--- config.mk ---
export PLATFORM = sky130hd
export DESIGN_NAME = irq_cpuif
export DESIGN_NICKNAME = d
export VERILOG_FILES = /design/src/rtl/cpuif_pkg.sv /design/src/rtl/cpuif_decode.sv /design/src/rtl/cpuif_cpu_bank.sv /design/src/rtl/cpuif_eoi_unit.sv /design/src/rtl/irq_cpuif.sv
export SDC_FILE = /design/constraint.sdc
export NUM_CORES = 1
export LEC_CHECK = 0
export ABC_CLOCK_PERIOD_IN_PS = 2100
export BUFFER_PORTS_ARGS = -buffer_cell sky130_fd_sc_hd__buf_4
export CAP_MARGIN = 10
export CORE_UTILIZATION = 50
export CTS_BUF_LIST = sky130_fd_sc_hd__clkbuf_4 sky130_fd_sc_hd__clkbuf_8
export DETAILED_ROUTE_END_ITERATION = 8
export HOLD_SLACK_MARGIN = 0.05
export PLACE_DENSITY = 0.83
export SLEW_MARGIN = 15
export SYNTH_ARGS = -nofsm -noshare
export SYNTH_HDL_FRONTEND = slang
export SYNTH_SLANG_ARGS = --single-unit
--- constraint.sdc ---
create_clock -name clk -period 2.1 [get_ports clk]
set_input_delay 0.42 -clock clk [delete_from_list [all_inputs] [get_ports clk]]
set_output_delay 0.42 -clock clk [all_outputs]
set_load 0.005 [all_outputs]
--- src/rtl/cpuif_pkg.sv ---
package cpuif_pkg;
   localparam int unsigned DATA_W  = 32;
   localparam int unsigned ADDR_W  = 4;
   localparam int unsigned ID_W    = 10;
   localparam int unsigned SRC_W   = 3;
   localparam int unsigned BINPT_W = 3;
   localparam int unsigned SGI_STRIDE = 8;
   localparam int unsigned SGI_MASK_W = SGI_STRIDE * (1 << SRC_W);
   localparam int unsigned SGI_BIT_W  = $clog2(SGI_MASK_W);

   localparam logic [ID_W-1:0] SPUR_ID   = 10'd1023;
   localparam logic [ID_W-1:0] SGI_LIMIT = 10'd16;

   typedef enum logic [ADDR_W-1:0] {
      RG_CTRL   = 4'd0,
      RG_PMASK  = 4'd1,
      RG_BINPT  = 4'd2,
      RG_ACK    = 4'd3,
      RG_EOI    = 4'd4,
      RG_RUNPRI = 4'd5,
      RG_IDENT  = 4'd15
   } reg_sel_e;

   function automatic logic [DATA_W-1:0] pack_ack(input logic [SRC_W-1:0] src,
                                                  input logic [ID_W-1:0] id);
      return {{(DATA_W-SRC_W-ID_W){1'b0}}, src, id};
   endfunction
endpackage

--- src/rtl/cpuif_decode.sv ---
module cpuif_decode
   import cpuif_pkg::*;
#(
   parameter int unsigned NUM_CPUS = 4,
   parameter int unsigned CTX_W    = 2
) (
   input  logic                reg_valid,
   input  logic                reg_write,
   input  logic [ADDR_W-1:0]   reg_addr,
   input  logic [CTX_W-1:0]    reg_ctx,
   output logic                ctx_ok,
   output logic [NUM_CPUS-1:0] wr_any,
   output logic [NUM_CPUS-1:0] wr_ctrl,
   output logic [NUM_CPUS-1:0] wr_pmask,
   output logic [NUM_CPUS-1:0] wr_binpt,
   output logic [NUM_CPUS-1:0] wr_eoi,
   output logic [NUM_CPUS-1:0] rd_ack
);
   logic [NUM_CPUS-1:0] hit;

   for (genvar c = 0; c < NUM_CPUS; c++) begin : g_ctx
      assign hit[c]      = reg_valid && (reg_ctx == CTX_W'(c));
      assign wr_any[c]   = hit[c] && reg_write;
      assign wr_ctrl[c]  = wr_any[c] && (reg_addr == RG_CTRL);
      assign wr_pmask[c] = wr_any[c] && (reg_addr == RG_PMASK);
      assign wr_binpt[c] = wr_any[c] && (reg_addr == RG_BINPT);
      assign wr_eoi[c]   = wr_any[c] && (reg_addr == RG_EOI);
      assign rd_ack[c]   = hit[c] && !reg_write && (reg_addr == RG_ACK);
   end

   assign ctx_ok = |hit;
endmodule

--- src/rtl/cpuif_cpu_bank.sv ---
module cpuif_cpu_bank
   import cpuif_pkg::*;
#(
   parameter int unsigned PRIO_W  = 8,
   parameter bit          IRQ_REG = 1'b0
) (
   input  logic               clk,
   input  logic               rst_n,
   input  logic [PRIO_W-1:0]  wdata,
   input  logic               wr_ctrl,
   input  logic               wr_pmask,
   input  logic               wr_binpt,
   input  logic               wr_eoi,
   input  logic               rd_ack,
   input  logic               dist_enable,
   input  logic               hp_load,
   input  logic [ID_W-1:0]    hp_id,
   input  logic [SRC_W-1:0]   hp_src,
   input  logic [PRIO_W-1:0]  hp_prio,
   output logic               ctrl_en,
   output logic [PRIO_W-1:0]  pmask,
   output logic [BINPT_W-1:0] binpt,
   output logic [PRIO_W-1:0]  runpri,
   output logic [ID_W-1:0]    rec_id,
   output logic [SRC_W-1:0]   rec_src,
   output logic [PRIO_W-1:0]  rec_prio,
   output logic               ack_ok,
   output logic               irq
);
   localparam logic [PRIO_W-1:0] PRIO_IDLE = {PRIO_W{1'b1}};

   logic irq_c;

   always_ff @(posedge clk or negedge rst_n) begin
      if (!rst_n) begin
         ctrl_en <= 1'b0;
         pmask   <= '0;
         binpt   <= '0;
      end else begin
         if (wr_ctrl)  ctrl_en <= wdata[0];
         if (wr_pmask) pmask   <= wdata;
         if (wr_binpt) binpt   <= wdata[BINPT_W-1:0];
      end
   end

   assign ack_ok = rd_ack && dist_enable && ctrl_en && (rec_id != SPUR_ID);

   always_ff @(posedge clk or negedge rst_n) begin
      if (!rst_n) begin
         rec_id   <= SPUR_ID;
         rec_src  <= '0;
         rec_prio <= PRIO_IDLE;
      end else if (ack_ok) begin
         rec_id   <= SPUR_ID;
      end else if (hp_load) begin
         rec_id   <= hp_id;
         rec_src  <= hp_src;
         rec_prio <= hp_prio;
      end
   end

   always_ff @(posedge clk or negedge rst_n) begin
      if (!rst_n)       runpri <= PRIO_IDLE;
      else if (ack_ok)  runpri <= rec_prio;
      else if (wr_eoi)  runpri <= PRIO_IDLE;
   end

   assign irq_c = (rec_id != SPUR_ID) && dist_enable && ctrl_en && (rec_prio < pmask);

   if (IRQ_REG) begin : g_irq_reg
      always_ff @(posedge clk or negedge rst_n) begin
         if (!rst_n) irq <= 1'b0;
         else        irq <= irq_c;
      end
   end else begin : g_irq_comb
      assign irq = irq_c;
   end
endmodule

--- src/rtl/cpuif_eoi_unit.sv ---
module cpuif_eoi_unit
   import cpuif_pkg::*;
#(
   parameter int unsigned NUM_INTS = 64,
   parameter int unsigned CTX_W    = 2
) (
   input  logic                  clk,
   input  logic                  rst_n,
   input  logic                  eoi_req,
   input  logic [CTX_W-1:0]      eoi_ctx,
   input  logic [ID_W-1:0]       eoi_in_id,
   input  logic [SRC_W-1:0]      eoi_in_src,
   input  logic                  ack_req,
   input  logic [ID_W-1:0]       ack_id,
   output logic                  eoi_valid,
   output logic [ID_W-1:0]       eoi_id,
   output logic [SGI_MASK_W-1:0] eoi_sgi_mask,
   output logic [NUM_INTS-1:0]   active
);
   logic                 is_sgi;
   logic [SGI_BIT_W-1:0] sgi_bit;

   assign is_sgi  = eoi_in_id < SGI_LIMIT;
   assign sgi_bit = {eoi_in_src, {$clog2(SGI_STRIDE){1'b0}}} + SGI_BIT_W'(eoi_ctx);

   always_ff @(posedge clk or negedge rst_n) begin
      if (!rst_n) begin
         eoi_valid    <= 1'b0;
         eoi_id       <= '0;
         eoi_sgi_mask <= '0;
      end else begin
         eoi_valid    <= eoi_req;
         eoi_id       <= eoi_req ? eoi_in_id : '0;
         eoi_sgi_mask <= (eoi_req && is_sgi) ? (SGI_MASK_W'(1) << sgi_bit) : '0;
      end
   end

   for (genvar i = 0; i < NUM_INTS; i++) begin : g_act
      if (i < 16) begin : g_sgi
         assign active[i] = 1'b0;
      end else begin : g_track
         always_ff @(posedge clk or negedge rst_n) begin
            if (!rst_n)                                   active[i] <= 1'b0;
            else if (eoi_req && eoi_in_id == ID_W'(i))    active[i] <= 1'b0;
            else if (ack_req && ack_id == ID_W'(i))       active[i] <= 1'b1;
         end
      end
   end
endmodule

--- src/rtl/irq_cpuif.sv ---
module irq_cpuif
   import cpuif_pkg::*;
#(
   parameter int unsigned NUM_CPUS = 4,
   parameter int unsigned NUM_INTS = 64,
   parameter int unsigned PRIO_W   = 8,
   parameter bit          IRQ_REG  = 1'b0,
   parameter int unsigned CTX_W    = (NUM_CPUS > 1) ? $clog2(NUM_CPUS) : 1
) (
   input  logic                       clk,
   input  logic                       rst_n,
   input  logic                       reg_valid,
   input  logic                       reg_write,
   input  logic [ADDR_W-1:0]          reg_addr,
   input  logic [CTX_W-1:0]           reg_ctx,
   input  logic [DATA_W-1:0]          reg_wdata,
   output logic                       reg_rvalid,
   output logic [DATA_W-1:0]          reg_rdata,
   input  logic                       dist_enable,
   input  logic [NUM_CPUS-1:0]        hp_load,
   input  logic [NUM_CPUS*ID_W-1:0]   hp_id,
   input  logic [NUM_CPUS*SRC_W-1:0]  hp_src,
   input  logic [NUM_CPUS*PRIO_W-1:0] hp_prio,
   output logic [NUM_CPUS-1:0]        irq,
   output logic [NUM_CPUS-1:0]        eval_req,
   output logic                       clr_valid,
   output logic [ID_W-1:0]            clr_id,
   output logic [SRC_W-1:0]           clr_src,
   output logic [CTX_W-1:0]           clr_ctx,
   output logic                       eoi_valid,
   output logic [ID_W-1:0]            eoi_id,
   output logic [SGI_MASK_W-1:0]      eoi_sgi_mask,
   output logic [NUM_INTS-1:0]        active
);
   localparam int unsigned CTX_W_EXP = (NUM_CPUS > 1) ? $clog2(NUM_CPUS) : 1;
   localparam int unsigned SRC_TOP   = ID_W + SRC_W;

   initial begin
      if (NUM_CPUS < 1 || NUM_CPUS > SGI_STRIDE)
         $error("irq_cpuif: NUM_CPUS must be 1..%0d", SGI_STRIDE);
      if (CTX_W != CTX_W_EXP)
         $error("irq_cpuif: CTX_W is derived and must not be overridden");
      if (PRIO_W < BINPT_W || PRIO_W > 8)
         $error("irq_cpuif: PRIO_W must be %0d..8", BINPT_W);
      if (NUM_INTS < 17 || NUM_INTS > 1020)
         $error("irq_cpuif: NUM_INTS must be 17..1020");
   end

   logic                ctx_ok;
   logic [NUM_CPUS-1:0] wr_any, wr_ctrl, wr_pmask, wr_binpt, wr_eoi, rd_ack;
   logic [NUM_CPUS-1:0] ctrl_en, ack_ok, new_en;
   logic [PRIO_W-1:0]   pmask_a  [NUM_CPUS];
   logic [BINPT_W-1:0]  binpt_a  [NUM_CPUS];
   logic [PRIO_W-1:0]   runpri_a [NUM_CPUS];
   logic [ID_W-1:0]     rec_id_a [NUM_CPUS];
   logic [SRC_W-1:0]    rec_src_a[NUM_CPUS];
   logic [PRIO_W-1:0]   rec_pri_a[NUM_CPUS];
   logic                ack_any;
   logic [DATA_W-1:0]   rd_mux;
   logic                unused_wdata_hi;

   assign unused_wdata_hi = ^reg_wdata[DATA_W-1:SRC_TOP];

   cpuif_decode #(.NUM_CPUS(NUM_CPUS), .CTX_W(CTX_W)) u_dec (
      .reg_valid (reg_valid),
      .reg_write (reg_write),
      .reg_addr  (reg_addr),
      .reg_ctx   (reg_ctx),
      .ctx_ok    (ctx_ok),
      .wr_any    (wr_any),
      .wr_ctrl   (wr_ctrl),
      .wr_pmask  (wr_pmask),
      .wr_binpt  (wr_binpt),
      .wr_eoi    (wr_eoi),
      .rd_ack    (rd_ack)
   );

   for (genvar c = 0; c < NUM_CPUS; c++) begin : g_cpu
      cpuif_cpu_bank #(.PRIO_W(PRIO_W), .IRQ_REG(IRQ_REG)) u_bank (
         .clk         (clk),
         .rst_n       (rst_n),
         .wdata       (reg_wdata[PRIO_W-1:0]),
         .wr_ctrl     (wr_ctrl[c]),
         .wr_pmask    (wr_pmask[c]),
         .wr_binpt    (wr_binpt[c]),
         .wr_eoi      (wr_eoi[c]),
         .rd_ack      (rd_ack[c]),
         .dist_enable (dist_enable),
         .hp_load     (hp_load[c]),
         .hp_id       (hp_id[c*ID_W +: ID_W]),
         .hp_src      (hp_src[c*SRC_W +: SRC_W]),
         .hp_prio     (hp_prio[c*PRIO_W +: PRIO_W]),
         .ctrl_en     (ctrl_en[c]),
         .pmask       (pmask_a[c]),
         .binpt       (binpt_a[c]),
         .runpri      (runpri_a[c]),
         .rec_id      (rec_id_a[c]),
         .rec_src     (rec_src_a[c]),
         .rec_prio    (rec_pri_a[c]),
         .ack_ok      (ack_ok[c]),
         .irq         (irq[c])
      );
      assign new_en[c] = wr_ctrl[c] ? reg_wdata[0] : ctrl_en[c];
   end

   assign ack_any = |ack_ok;

   cpuif_eoi_unit #(.NUM_INTS(NUM_INTS), .CTX_W(CTX_W)) u_eoi (
      .clk          (clk),
      .rst_n        (rst_n),
      .eoi_req      (|wr_eoi),
      .eoi_ctx      (reg_ctx),
      .eoi_in_id    (reg_wdata[ID_W-1:0]),
      .eoi_in_src   (reg_wdata[SRC_TOP-1:ID_W]),
      .ack_req      (ack_any),
      .ack_id       (rec_id_a[reg_ctx]),
      .eoi_valid    (eoi_valid),
      .eoi_id       (eoi_id),
      .eoi_sgi_mask (eoi_sgi_mask),
      .active       (active)
   );

   always_comb begin
      rd_mux = '0;
      if (ctx_ok) begin
         case (reg_addr)
            RG_CTRL:   rd_mux = {{(DATA_W-1){1'b0}}, ctrl_en[reg_ctx]};
            RG_PMASK:  rd_mux = {{(DATA_W-PRIO_W){1'b0}}, pmask_a[reg_ctx]};
            RG_BINPT:  rd_mux = {{(DATA_W-BINPT_W){1'b0}}, binpt_a[reg_ctx]};
            RG_ACK:    rd_mux = ack_ok[reg_ctx]
                                ? pack_ack(rec_src_a[reg_ctx], rec_id_a[reg_ctx])
                                : {{(DATA_W-ID_W){1'b0}}, SPUR_ID};
            RG_RUNPRI: rd_mux = {{(DATA_W-PRIO_W){1'b0}}, runpri_a[reg_ctx]};
            default:   rd_mux = '0;
         endcase
      end
   end

   always_ff @(posedge clk or negedge rst_n) begin
      if (!rst_n) begin
         reg_rvalid <= 1'b0;
         reg_rdata  <= '0;
      end else begin
         reg_rvalid <= reg_valid && !reg_write;
         reg_rdata  <= (reg_valid && !reg_write) ? rd_mux : '0;
      end
   end

   always_ff @(posedge clk or negedge rst_n) begin
      if (!rst_n) begin
         clr_valid <= 1'b0;
         clr_id    <= '0;
         clr_src   <= '0;
         clr_ctx   <= '0;
         eval_req  <= '0;
      end else begin
         clr_valid <= ack_any;
         clr_id    <= ack_any ? rec_id_a[reg_ctx]  : '0;
         clr_src   <= ack_any ? rec_src_a[reg_ctx] : '0;
         clr_ctx   <= ack_any ? reg_ctx : '0;
         eval_req  <= (wr_any & new_en) | ack_ok;
      end
   end
endmodule

* Yosys cells after proc, flatten, opt, wreduce, memory -nomap -nowiden
Cells that the tools add are included.
** Cells by class
- Eq/ne operators :: 108
- Bitwise logic cells :: 7
- Shifts and indexed selects :: 1
- Multiplexer cells :: 144
- Reduce and logical (&&, ||, !) cells :: 220
- Add/subtract/negate cells :: 1
- $lt $le $gt $ge :: 7
** Operators by type and width (number)
- 10-bit by 6-bit == test with 1-bit output (second input constant) :: 64
- 10-bit by 5-bit == test with 1-bit output (second input constant) :: 32
- 1-bit logical AND :: 154
- 10-bit two-way mux :: 12
- 2-bit nonzero test :: 56
- 1-bit two-way mux :: 102
- 8-bit two-way mux :: 12
- 13-bit one-hot mux with 5 select lines :: 1
- 32-bit two-way mux :: 2
- 64-bit two-way mux :: 1
- 1-bit by 6-bit left shift with 64-bit output (first input constant) :: 1
- 10-bit inequality test (second input constant) :: 4
- 8-bit binary-select mux with 2-bit select :: 2
- 8-bit < comparator :: 4
- 10-bit binary-select mux with 2-bit select :: 1
- 3-bit two-way mux :: 5
- 13-bit two-way mux :: 1
- 3-bit binary-select mux with 2-bit select :: 2
- 4-bit OR reduction :: 3
- 10-bit by 5-bit < comparator with 1-bit output (second input constant) :: 1
- 4-bit by 2-bit == test with 1-bit output (second input constant) :: 2
- 4-bit by 3-bit == test with 1-bit output (second input constant) :: 2
- 2-bit AND reduction :: 4
- 6-bit by 2-bit adder with 6-bit output :: 1
- other kinds (14) :: 19
** Storage, ports and cells
- Logic and storage cells :: 574
- Input bits :: 131
- Bits in registers :: 340
- Output and inout bits :: 196

* Depth between registers and ports, before layout
- Depth after elaboration :: 13
- Mapped depth :: 8
- Depth with buffers taken out :: 6

* Cells and area by module
From an unflattened synthesis, not the netlist that was laid out.
** Second synthesis, totals
- Cell total of the unflattened synthesis :: 1222
- Area, all modules :: 14087.3 um2
** By module, submodules not included
- cpuif_cpu_bank :: instances 4, area each 1846.8 um2, seq. area each 1058.5 um2, cells an instance 156
- cpuif_eoi_unit :: instances 1, area each 4106.4 um2, seq. area each 2277.2 um2, cells an instance 377
- irq_cpuif :: instances 1, area each 2378.5 um2, seq. area each 850.8 um2, cells an instance 184
- cpuif_decode :: instances 1, area each 215.2 um2, seq. area each 0.0 um2, cells an instance 37

* Worst setup path before layout
Ideal clock, no wire load.
- Path kind :: input-to-reg
- From :: input reg_ctx[0]
- To :: register u_eoi.active[19]
- Path buffers :: 3
- Required time :: 2036 ps
- Path slack :: -196 ps
- Stages on the path :: 7
- Arrival time :: 2232 ps
- Library setup time :: 64 ps
- Cell sequence :: buf_2 buf_6 mux4_2 nor4b_1 o31a_1 buf_4 o21a_1
** On the way
- Word-level cells in the longest chain between the ends :: 10
- Elaborated cells on any way between the ends :: 47
- Those cells by class :: eq/ne (4); mux (4); bitwise (1); reduce/logical (38)
** Ends and longest elaborated chain
- start, declared :: RTL line irq_cpuif.sv:15 : input logic [CTX_W-1:0] reg_ctx,
- branches (longest 10 deep; another with 10-bit binary-select mux with 2-bit select)
- end signal, assigned by index :: RTL line cpuif_eoi_unit.sv:43 : if (!rst_n) active[i] <= 1'b0;
- end signal, assigned by index :: RTL line cpuif_eoi_unit.sv:44 : else if (eoi_req && eoi_in_id == ID_W'(i)) active[i] <= 1'b0;
- end signal, assigned by index :: RTL line cpuif_eoi_unit.sv:45 : else if (ack_req && ack_id == ID_W'(i)) active[i] <= 1'b1;
- end, declared :: RTL line cpuif_eoi_unit.sv:18 : output logic [NUM_INTS-1:0] active
Several ways; the timed one is not identified. The select of a mux whose other input is x is not followed.
A chain may end at the register's enable or synchronous reset.

* Final worst setup path
- From :: register g_cpu[1].u_bank.rec_prio[6]
- To :: output irq[1]
** On the way
- Word-level cells in the longest chain between the ends :: 2
** Ends and longest elaborated chain
- start, declared :: RTL line cpuif_cpu_bank.sv:26 : output logic [PRIO_W-1:0] rec_prio,
- start signal, assigned :: RTL line cpuif_cpu_bank.sv:58 : rec_prio <= hp_prio;
- 8-bit < comparator :: RTL line cpuif_cpu_bank.sv:68 : assign irq_c = (rec_id != SPUR_ID) && dist_enable && ctrl_en && (rec_prio < pmask);
- 1-bit logical AND :: RTL line cpuif_cpu_bank.sv:68
- end, declared :: RTL line irq_cpuif.sv:24 : output logic [NUM_CPUS-1:0] irq,
Every way passes these cells.

==> out/qor.csv <==
stage,metric,value,unit
run_status,status,"finished, violations left",
run_status,violations,setup timing,
sta,worstMarginPinSlew,0.8068,ns
worst_setup_path,r2r_start,g_cpu[2].u_bank.rec_id[1],
hold_path,whs_path_depth,3,
global_routing,grt_max_degree,78,
sta,layout_setup_ws,-0.6245,ns
sta,tns,-2.289,ns
clock_network,clk_latency,0.56,ns
finish,n_antenna_cell,0,
clock_network,path_clk_slew,0.07,ns
sta,drv_slew,0,
place,gp_congestion,0.9349,
sta,fin_worst_skew,0.01689,ns
yosys,yosysUniqueCellTypes,61,
floorplan,die_area,27910,um2
worst_setup_path,rr_worst_depth,6,
worst_setup_path,worstSetupStartpoint,g_cpu[1].u_bank.rec_prio[6],
floorplan,coreArea,26800,um2
floorplan,ios,327,
place,place_area,16690,um2
floorplan,start_util,50.82,%
place,placed_cells,1765,
sta,holdWs,0.08663,ns
sta,setup_viol,10,
run,max-cap-violations,0,
yosys,synth_flop_cell,dfrtp_1,
sta,period_minus_slack,2.724,ns
drt,wl_per_cell,21.87,um
global_routing,grt_util_all_layers,28.79,%
yosys,synth_edf_count,0,
clock_network,cts_root_buf,clkbuf_8,
clock_network,cts_tree,yes,
place,numPortBuffers,240,
yosys,syn-mean-instance-area,12.24,um2
worst_setup_path,crit_path_end_kind,primary output,
yosys,yosysWarnings,0,
sta,fin_crit_sh,129.7,%
yosys,syn_inst,1113,
worst_setup_path,critPathMaxFanout,2,
clock_network,cts_sinks,289,
finish,layout.cells.non_filler,1854,
sta,max-slew-margin-rel,45.85,%
sta,max_freq,367.0,MHz
place,hpwl,29390,um
worst_setup_path,cp_data_arrival_time,2.30,ns
clock_network,cts_buffers,46,
power,power_density,763.6,nW/um2
yosys,ys_seq_area_share,54.05,%
worst_setup_path,required,1.68,ns
global_routing,grt_pass1_wl,61140,um
drt,dr.pass1.iters,6,
drt,ant_nets,0,
floorplan,rows,60,
drt,drt_iter0_markers,1261,
drt,totalWireLength,40550,um
worst_setup_path,critPathKind,reg -> out,
yosys,ys_seq_elements,289,
worst_setup_path,start_kind,flip-flop,
clock_network,clockBufferDepth,3,
sta,hold_viol,0,
floorplan,dieHeight,167.1,um
power,irDropWorstVdd,0.4275,mV
global_routing,grt-ovfl-total,0,
finish,nNetsFinal,1635,
finish,fin_area,17950,um2
sta,rsz0062_at_grt,yes,
finish,nFillCells,1870,
yosys,async_flop_share,100.0,%
global_routing,grt_antenna_before_repair,2,
drt,vias,10790,
global_routing,grt_pass1_vias,10790,
yosys,synth_area,13620,um2
drt,drc_errors,0,
drt,viasPerCell,5.819,
floorplan,die_x,167.1,um
hold_path,hold_path.class,in -> reg,
place,dp_slack,-0.3793,ns
clock_network,htree_levels,2,
finish,areaGrowthSynthToFinish,31.79,%
hold_path,hold_path.startpoint,hp_id[12],
power,p_leak,0.008627,uW
finish,drive_above_1_share,47.98,%
==> sequential cells by signal, summed over array words and instances (netlist names), 2 cells and up <==
register               cells
g_cpu.u_bank.pmask        32
g_cpu.u_bank.ctrl_en       4
clr_src                    3
clr_id                    10
g_cpu.u_bank.runpri       32
g_cpu.u_bank.rec_id       40
u_eoi.eoi_sgi_mask        32
g_cpu.u_bank.rec_src      12
u_eoi.active              48
g_cpu.u_bank.rec_prio     32
clr_ctx                    2
reg_rdata                 13
eval_req                   4
u_eoi.eoi_id              10
g_cpu.u_bank.binpt        12
==> report_power, final <==
group          internal [uW]  switching, uW  total, uW
sequential              6090            287       6380
clock                   3140           2200       5340
combinational           1020            970       1990
total                  10200           3460      13700
==> logic make-up (layout without fill, tap and decap cells) <==
group / Yosys count / in the layout / share of synthesized area [%]
flip-flops: 289 / 289 / 54.05
AND/OR/NAND/NOR: 283 / 283 / 10.35
AO/OA/AOI/OAI: 211 / 211 / 12.24
buffers and inverters: 157 / 491 / 6.495
multiplexers: 144 / 144 / 14.27
adder cells (fa/ha/maj): 28 / 28 / 2.572
other: 1 / 67 / 0.02753
==> final timing paths <==
kind	endpoint	slack, ns
worst max-delay path	irq[1]	-0.62
worst min-delay path	g_cpu[1].u_bank.rec_id[2]	0.09
worst max register to register	u_eoi.active[37]	-0.02
worst min register to register	g_cpu[3].u_bank.rec_src[0]	0.50
max in group asynchronous	g_cpu[1].u_bank.rec_src[0]	1.01
min in group asynchronous	g_cpu[2].u_bank.pmask[1]	0.35
==> critical path, stage by stage (launching register included) <==
cell	delay [ns]
dfstp_2	0.57
ha_4	0.21
a21oi_2	0.11
nor2b_1	0.06
or4b_4	0.50
a21oi_4	0.18
buf_6	0.12
==> area by class of cell <==
| class | count | area (um2) | share of cell area (%) |
|---|---|---|---|
| clock buffers | 81 | 1015 | 5.653 |
| multi-input cells | 733 | 5947 | 33.13 |
| inverters | 33 | 123.9 | 0.6900 |
| repair buffers | 373 | 3029 | 16.87 |
| well taps | 341 | 426.7 | 2.377 |
| clock inverters | 4 | 47.55 | 0.2649 |
| flip-flops and latches | 289 | 7362 | 41.01 |
==> routing by layer <==
layer | track usage [%] | routed length [um]
met5 | 0 | 26
met4 | 12.60 | 1902
met3 | 6.298 | 3290
met2 | 46.93 | 19550
met1 | 37.05 | 15790
==> layout by cell type, fill, tap and decap left out, types with 4 or more instances in the layout <==
cell type and n:
nand2b_1 8, nor2_1 57, and2_1 12, mux2_2 71, clkbuf_8 65, a22oi_1 4, o211a_1 5, conb_1 67
mux4_2 33, a21o_1 11, ha_4 5, buf_12 16, nand2_1 102, nor2_4 12, a221o_1 5, inv_1 33
buf_6 5, nand3_1 12, buf_4 350, o21ai_0 21, o211ai_1 4, a211o_1 4, dfrtp_1 185, o22a_1 77
nor2b_1 26, mux2i_1 40, nand4_1 13, or4b_4 6, o21a_1 48, a21oi_2 4, ha_1 23, clkbuf_4 16
dfstp_2 104
==> stage by stage <==
step | total power (uW) | utilization, %
3_5_place_dp | 8305 | 62.26
4_1_cts | 13680 | 66.56
5_1_grt | 14220 | 66.98
3_3_place_gp | 8205 | 62.26
6_report | 13710 | 66.98
2_1_floorplan | 7434 | -
==> synthesized netlist by cell type, drive strengths merged, types with 3 or more instances <==
| library cell | instances | share of area (%) |
|---|---|---|
| ha | 28 | 2.6 |
| nand4b | 3 | 0.19 |
| nand3 | 13 | 0.48 |
| o22a | 77 | 5.0 |
| o31ai | 3 | 0.17 |
| o211ai | 4 | 0.22 |
| o21a | 48 | 2.6 |
| clkbuf | 30 | 0.83 |
| and4 | 3 | 0.19 |
| nand3b | 3 | 0.17 |
| nand4 | 13 | 0.60 |
| a21o | 11 | 0.61 |
| a211o | 4 | 0.26 |
| mux2i | 40 | 2.9 |
| dfstp | 104 | 20 |
| o21ai | 24 | 0.88 |
| a221o | 5 | 0.37 |
| or3 | 4 | 0.18 |
| inv | 33 | 0.91 |
| o211a | 5 | 0.37 |
| nand2b | 8 | 0.37 |
| and2 | 12 | 0.55 |
| a21oi | 9 | 0.33 |
| buf | 94 | 4.8 |
| nand2 | 103 | 2.8 |
| or4b | 6 | 0.47 |
| nor2b | 26 | 1.2 |
| nor3 | 3 | 0.18 |
| nor4b | 3 | 0.24 |
| mux4 | 33 | 5.5 |
| nor2 | 72 | 2.0 |
| a22oi | 5 | 0.28 |
| dfrtp | 185 | 34 |
| mux2 | 71 | 5.9 |
| o221a | 3 | 0.25 |
==> timing repair <==
| action | CTS | global route |
|---|---|---|
| endpoints found under the setup margin | 21 | 62 |
| gates resized for setup | 16 | 16 |
| buffers inserted | 1 | 3 |
| endpoints found under the hold margin | 38 | 0 |
| hold buffers | 1 | 0 |
| pin swaps | 8 | 16 |
Note: power is estimated with default switching activity, not from simulation.
